--- src/rtl/cfg_byte_loader.sv ---
module cfg_byte_loader #(
  parameter int          FRAMES      = 4,
  parameter int          FRAME_BYTES = 4,
  parameter logic [7:0]  PRE_A       = 8'hFF,
  parameter logic [7:0]  PRE_B       = 8'hA5,
  parameter logic [7:0]  STOP_CODE   = 8'h00
) (
  input  logic                                     clk,
  input  logic                                     rst_n,
  input  logic [7:0]                               cfg_byte,
  input  logic                                     chain_en_i,
  input  logic [1:0]                               mode_sel,
  output logic                                     chain_ok_o,
  output logic                                     done_o,
  output logic                                     err_o,
  output logic                                     mem_we_o,
  output logic [$clog2(FRAMES*FRAME_BYTES)-1:0]    mem_addr_o,
  output logic [7:0]                               mem_data_o
);
  localparam int DEPTH = FRAMES * FRAME_BYTES;
  localparam int AW    = $clog2(DEPTH);
  localparam int CW    = $clog2(DEPTH + 1);
  localparam int BW    = (FRAME_BYTES > 1) ? $clog2(FRAME_BYTES) : 1;

  typedef enum logic [2:0] {SEEK_A, SEEK_B, LOAD, TAIL, FINISHED, HALTED} st_t;

  st_t            st;
  logic           arm;
  logic [CW-1:0]  wr_cnt;
  logic [BW-1:0]  fb_cnt;

  logic active, sample;
  assign active = chain_en_i && !mode_sel[1] && (st != FINISHED) && (st != HALTED);
  assign sample = active && arm;
  assign done_o = (st == FINISHED);
  assign err_o  = (st == HALTED);

  always_ff @(posedge clk or negedge rst_n) begin
    if (!rst_n) begin
      st         <= SEEK_A;
      arm        <= 1'b0;
      wr_cnt     <= '0;
      fb_cnt     <= '0;
      chain_ok_o <= 1'b1;
      mem_we_o   <= 1'b0;
      mem_addr_o <= '0;
      mem_data_o <= '0;
    end else begin
      arm      <= active;
      mem_we_o <= 1'b0;
      if (sample) begin
        case (st)
          SEEK_A: if (cfg_byte == PRE_A) st <= SEEK_B;
          SEEK_B: begin
            if (cfg_byte == PRE_B) begin
              st         <= LOAD;
              chain_ok_o <= 1'b0;
            end else if (cfg_byte != PRE_A) begin
              st <= SEEK_A;
            end
          end
          LOAD: begin
            mem_we_o   <= 1'b1;
            mem_addr_o <= wr_cnt[AW-1:0];
            mem_data_o <= cfg_byte;
            wr_cnt     <= wr_cnt + 1'b1;
            if (fb_cnt == BW'(FRAME_BYTES - 1)) begin
              fb_cnt <= '0;
              st     <= TAIL;
            end else begin
              fb_cnt <= fb_cnt + 1'b1;
            end
          end
          TAIL: begin
            if (cfg_byte != STOP_CODE) begin
              st <= HALTED;
            end else if (wr_cnt == CW'(DEPTH)) begin
              st         <= FINISHED;
              chain_ok_o <= 1'b1;
            end else begin
              st <= LOAD;
            end
          end
          default: st <= st;
        endcase
      end
    end
  end

  assert_prime_R2: assert property (@(posedge clk) disable iff (!rst_n)
    mem_we_o |-> ($past(chain_en_i) && $past(chain_en_i, 2)));

  assert_en_gate_R3: assert property (@(posedge clk) disable iff (!rst_n)
    mem_we_o |-> $past(chain_en_i));

  assert_mode_gate_R4: assert property (@(posedge clk) disable iff (!rst_n)
    mem_we_o |-> !$past(mode_sel[1]));

  assert_hdr_fall_R5: assert property (@(posedge clk) disable iff (!rst_n)
    $fell(chain_ok_o) |-> ($past(cfg_byte) == PRE_B));

  assert_wr_data_R6: assert property (@(posedge clk) disable iff (!rst_n)
    mem_we_o |-> (mem_data_o == $past(cfg_byte)));

  assert_err_sticky_R8: assert property (@(posedge clk) disable iff (!rst_n)
    err_o |=> (err_o && !mem_we_o && !chain_ok_o && !done_o));

  assert_done_hold_R9: assert property (@(posedge clk) disable iff (!rst_n)
    done_o |=> (done_o && chain_ok_o && !mem_we_o));

endmodule

--- config.mk ---
export PLATFORM = sky130hd
export DESIGN_NAME = cfg_byte_loader
export DESIGN_NICKNAME = d
export VERILOG_FILES = /design/src/rtl/cfg_byte_loader.sv
export SDC_FILE = /design/constraint.sdc
export NUM_CORES = 1
export LEC_CHECK = 0
export ABC_AREA = 1
export BUFFER_PORTS_ARGS = -buffer_cell sky130_fd_sc_hd__buf_2
export CAP_MARGIN = 20
export CORE_MARGIN = 5
export CORE_UTILIZATION = 50
export CTS_CLUSTER_SIZE = 8
export DETAILED_ROUTE_END_ITERATION = 16
export PLACE_DENSITY = 0.75
export SYNTH_ARGS = -nofsm -noshare
export SYNTH_HDL_FRONTEND = slang
export SYNTH_SLANG_ARGS = --single-unit
--- constraint.sdc ---
create_clock -name clk -period 1.3 [get_ports clk]
set_input_delay 0.13 -clock clk [delete_from_list [all_inputs] [get_ports clk]]
set_output_delay 0.13 -clock clk [all_outputs]
set_load 0.01 [all_outputs]
==> metrics, run 1 <==
r2r startpoint st[2]; Max Cap Violations 0; Net Sw Power 0.272 mW; share of the synthesized area in the top cell type 0.479; syn_area_per_cell 7.84 µm²; r2r endpoint wr_cnt[2]; failing checks setup timing; Reg power frac 0.652; Finish-stage setup viols 9; Critical Path Sink Type output port; Final Util 0.678; cell row count 18; PortBufs 27; Post-DP HPWL 1.93 mm; Slew @ Worst Pin 0.564 ns; initial antenna violation count 0; Worst-Skew Late Latency 0.33 ns; Clock Skew 0.0110 ns; CTS tree done; first-pass GRT wire length 4.63 mm; Reg2Reg Depth 7; required time of the critical path 1.17 ns; fmax 717 MHz; hold slack final 0.0285 ns; H-tree Lvls 1; mapped cell area 0.00125 mm²; fraction of the mapped netlist area in simple logic gates 0.329; Critical Path Start st[1]; DR pass1 iterations 4; Worst setup SP type register; fraction of layout cells with a size suffix above 1 0.327; area delta synth->final 31.5%; CP arrival 1.27 ns; gr usage total 0.170; Synth Area in Compound Gates 0.0439; Core Region 0.00243 mm²; vias in the first global route 1135; Clock power frac 0.297; DR iter-0 viols 30; Combinational Power Share 0.051; Starting Density 0.516; r2r setup slk -0.05 ns; TNS Setup -0.299 ns; DRT Wirelength 2.92 mm; Root Driver clkbuf_4; antenna cells 0; clk sinks 25; cell taking the most area after synthesis dfrtp_1; Pint 0.920 mW; Synth area leaders dfrtp_1, nand2_1, nor2_1; crit path cell chain inv_2, nand2_2, nor2_4, buf_6; Crit path largest cell delay 0.43 ns; final worst path period share 1.07; # fillers 198; Die H 60.1 µm; largest net degree at the start of global routing 26; Mapped Nets 176; per-cell routed wire length 12.6 µm; sw frac 0.228; hold crit path type primary input to register; slowest cell on the critical path dfrtp_1; Clock Tree Buf Depth 2; mux cell area share after synthesis 0; Nets 219; GPL Wtd Cong 0.821; Via density 5.04; synth warn 0; crit path kind register to output port; commonest cells after routing, fill and taps aside nand2_1, buf_2, dfrtp_1; pre-CTS setup slack -0.0171 ns; register bit count reported by yosys 25; Synth Instances 160; CTS Buf Count 3; CP Max Fanout 4; VDD IR max 542 µV; area of the multi-input gates 624 µm²; FF+latch area 628 µm²; crit path to done_o; outcome complete, but fails checks; Final Hold Viols 0; Synth Area in XOR/XNOR 0.0279; dominant combinational cell family by area after synthesis simple AND/OR/NAND/NOR gates; RSZ-0062 raised after global routing true; post-route minimum period 1.40 ns; Cell Pwr Density 722 mW/mm²; DRC 0; Design Area, Final 0.00165 mm²; fin. max-slew vios 0; Vias 1169; total gr overflow 0; relative slew slack 0.624; Distinct cells, synth 24; sequential area share after synthesis 0.500; Pleak 0.912 nW; Die X-Extent 60.1 µm; Reg clk slew, reported paths 0.14 ns; IO Pins 29; Routed Antenna Nets 0; most common cell after layout, fill and taps aside nand2_1; fin worst setup slack -0.0950 ns; Die Area 0.00361 mm²; placed inst area 0.00145 mm²; Post-Synth Adder-Cell Area 0.0299
-- synthesized netlist by cell type --
library cell and number:
a21boi_0 1, a21oi_1 1, buf_2 1, buf_6 2, dfrtp_1 24, dfstp_2 1
ha_1 3, inv_1 14, inv_2 2, nand2_1 66, nand2_2 1, nand3_1 9
nand3_2 1, nand3b_1 1, nand4_1 2, nor2_1 16, nor2_2 1, nor2_4 1
nor4_1 1, o21a_1 1, o21ai_0 6, o21ai_1 1, xnor2_1 1, xor2_1 3
-- worst min path at each step --
stage                     cells after the start  slack, ns         from             to
after floorplan                               0      -0.17        rst_n            arm
after global placement                        1       0.14        rst_n  mem_addr_o[1]
after detailed placement                      1       0.15        rst_n  mem_addr_o[1]
after CTS                                     3       0.03  cfg_byte[4]  mem_data_o[4]
after global routing                          3       0.03  cfg_byte[4]  mem_data_o[4]
final                                         3       0.03  cfg_byte[4]  mem_data_o[4]
-- area by class of cell --
type                       instances  share of cell area
timing repair buffer              41               0.163
tap                               30              0.0227
inverter                          16              0.0394
clock buffer                       4              0.0159
sequential                        25               0.381
multi-input combinational        116               0.378
-- layer usage --
layer	GRT usage	part of all wire	up-vias
met5	0	0	-
met4	0.0886	0.055	0
met3	0.0302	0.045	12
met2	0.302	0.50	38
met1	0.190	0.40	542
li1	-	-	577
-- kinds of logic (layout without fill, tap and decap cells) --
group           Yosys count  after routing
buf+inv                  19             61
flops                    25             25
simple gates             99             99
fa+ha+maj                 3              3
compound gates           10             10
xor+xnor                  4              4
-- per-stage QoR --
step / std cells / power, mW
after detailed placement: 221 / 0.846
after global placement: 221 / 0.844
final: 232 / 1.19
after CTS: 231 / 1.20
after global routing: 232 / 1.24
after floorplan: 160 / 0.805
-- critical path: cells and delay by family (launching register included) --
family	cells	cell delay (ns)
DFF	1	0.43
and+or+nand+nor	2	0.26
buffers and inverters	2	0.25
-- power by group through the flow --
stage                     logic [mW]  clock network [mW]  registers (mW)
after global routing          0.0699               0.395           0.778
after global placement        0.0518                   0           0.792
final                         0.0604               0.354           0.778
after detailed placement      0.0538                   0           0.792
after floorplan               0.0124                   0           0.793
after CTS                     0.0584               0.363           0.778
-- state kept, by name, summed over array words and instances (netlist names) --
| name | cells |
|---|---|
| arm | 1 |
| chain_ok_o | 1 |
| fb_cnt | 2 |
| mem_addr_o | 4 |
| mem_data_o | 8 |
| mem_we_o | 1 |
| st | 3 |
| wr_cnt | 5 |
-- repair_timing --
action | 4_1_cts | 5_1_grt
endpoints found under the hold margin | 25 | 0
buffers inserted | 4 | 1
pin swaps | 2 | 8
hold buffers | 2 | 0
gates resized for setup | 4 | 31
setup endpoints to repair | 10 | 24
(Power assumes the default switching activity.)
==> run 2, diff against run 1 <==
Settings changed: GPL_TIMING_DRIVEN set to 0.
==> run 2 against run 1 <==
Effect of this change:
- critical path depth is the same
- sequential power is essentially flat
- count of clock-buffer cells in the layout is the same
- sequential cell count is the same
- the flow still finishes with violations (setup timing)
- combinational power shrank 3%
- sequential share of layout area grew 0.35 points
- die area is the same
- non-clock buffer count grew 1
- hold slack lost 0.0040 ns
- clock skew is essentially flat
- final cell count grew 0.43%
==> metrics, run 2 (synthesized netlist as in run 1, its figures left out) <==
hold-critical path depth 3; Post-Layout Cell Count 233; DRC 0; failing checks setup timing; hold crit path type primary input to register; Pint 0.919 mW; Largest register FFs 8; fmax 749 MHz; commonest cells after routing, fill and taps aside nand2_1, buf_2, dfrtp_1; cell row count 18; placed inst area 0.00143 mm²; gr usage total 0.164; Placed Instances 217; DR pass1 iterations 4; Max Cap Violations 0; Clock Tree Buf Depth 2; crit path cell chain inv_2, nand2_2, nor2_2, buf_2; crit path kind register to output port; post-route minimum period 1.34 ns; Nets 220; CP Max Fanout 4; final worst path period share 1.03; antenna cells 0; Reg clk slew, reported paths 0.14 ns; FF+latch area 628 µm²; IO Pins 29; Die H 60.1 µm; required time of the critical path 1.17 ns; Reg2Reg Depth 8; CTS tree done; Cell Pwr Density 728 mW/mm²; # fillers 203; Clock power frac 0.298; Clock Skew 0.0111 ns; Die X-Extent 60.1 µm; total gr overflow 0; most common cell after layout, fill and taps aside nand2_1; RSZ-0062 raised after global routing true; Core Region 0.00243 mm²; CP arrival 1.21 ns; DRT Wirelength 2.85 mm; CTS Buf Count 3; Worst path depth 4; DR iter-0 viols 37; Design Area, Final 0.00164 mm²; per-cell routed wire length 12.2 µm; vias in the first global route 1091; slowest cell on the critical path dfrtp_1; VDD IR max 606 µV; sw frac 0.228; Worst-Skew Late Latency 0.33 ns; Worst setup SP type register; Critical Path Sink Type output port; Pleak 0.905 nW; first-pass GRT wire length 4.48 mm; outcome complete, but fails checks; Crit path largest cell delay 0.46 ns; Finish-stage setup viols 8; Starting Density 0.516; fraction of layout cells with a size suffix above 1 0.340; Final Hold Viols 0; H-tree Lvls 1; Reg with most FFs mem_data_o; Die Area 0.00361 mm²; top flop regs mem_data_o x8, wr_cnt x5, mem_addr_o x4; fin worst setup slack -0.0352 ns; Combinational Power Share 0.049; GPL Wtd Cong 0.835; area of the multi-input gates 617 µm²; delay-heaviest family, CP flip-flops; Net Sw Power 0.271 mW; Slew @ Worst Pin 0.545 ns; initial antenna violation count 0; Reg power frac 0.653; Routed Antenna Nets 0; area delta synth->final 30.3%; fin. max-slew vios 0; Root Driver clkbuf_4; Vias 1174; Buf+Inv Stages, Crit Path 2; PortBufs 27; largest net degree at the start of global routing 26; Post-DP HPWL 1.89 mm; Pwr Total 1.19 mW; Via density 5.04; clk sinks 25; relative slew slack 0.637
## run 2: cell count changes in the layout (fill, tap and decap cells not counted), sizes merged
cell / previous run / this run
buf: 39 / 40
## run 2: power groups by stage
stage          clock network (mW)  registers (mW)  logic [mW]
2_1_floorplan                   0           0.793      0.0124
3_3_place_gp                    0           0.792      0.0520
3_5_place_dp                    0           0.792      0.0536
4_1_cts                     0.359           0.778      0.0582
5_1_grt                     0.395           0.778      0.0670
6_report                    0.354           0.778      0.0584
## run 2: stage by stage
step           hold WS [ns]  setup TNS [ns]  utilization  worst slack, ns
2_1_floorplan        -0.166               0            -           0.0926
3_3_place_gp          0.144          -0.372        0.587          -0.0545
3_5_place_dp          0.154          -0.991        0.587           -0.127
4_1_cts              0.0269         -0.0460        0.618          -0.0232
5_1_grt              0.0273          -0.914        0.672          -0.0960
6_report             0.0245          -0.106        0.672          -0.0352
## run 2: final timing paths
kind / startpoint / to / slack [ns]
max in group asynchronous: rst_n / st[1] / 0.62
min in group asynchronous: rst_n / fb_cnt[0] / 0.30
worst max-delay path: st[0] / done_o / -0.04
worst max register to register: st[2] / st[2] / -0.02
worst min-delay path: cfg_byte[6] / mem_data_o[6] / 0.02
worst min register to register: chain_ok_o / chain_ok_o / 0.47
## run 2: cell type report
class                           instances  area share
Inverter                               16      0.0398
Timing Repair Buffer                   40       0.144
Buffer                                  2      0.0161
Tap cell                               30      0.0230
Multi-Input combinational cell        116       0.377
Sequential cell                        25       0.384
Clock buffer                            4      0.0161
## run 2: worst min-delay path, delay by kind of cell
kind | cells | cell delay, ns
simple gates | 2 | 0.10
buf+inv | 1 | 0.10
## run 2: timing repair
action	4_1_cts	5_1_grt
setup endpoints to repair	18	22
hold buffers	2	0
pin swaps	0	6
endpoints found under the hold margin	25	0
resized for setup	6	24
gates cloned	0	1
buffers inserted	3	7
## run 2: per-layer routing
metal  vias to the layer above  global-route usage  wire length [µm]
li1                        583                   -                 -
met1                       550               0.197              1250
met2                        34               0.275              1380
met3                         7              0.0346               143
met4                         0              0.0823                70
met5                         -                   0                 0
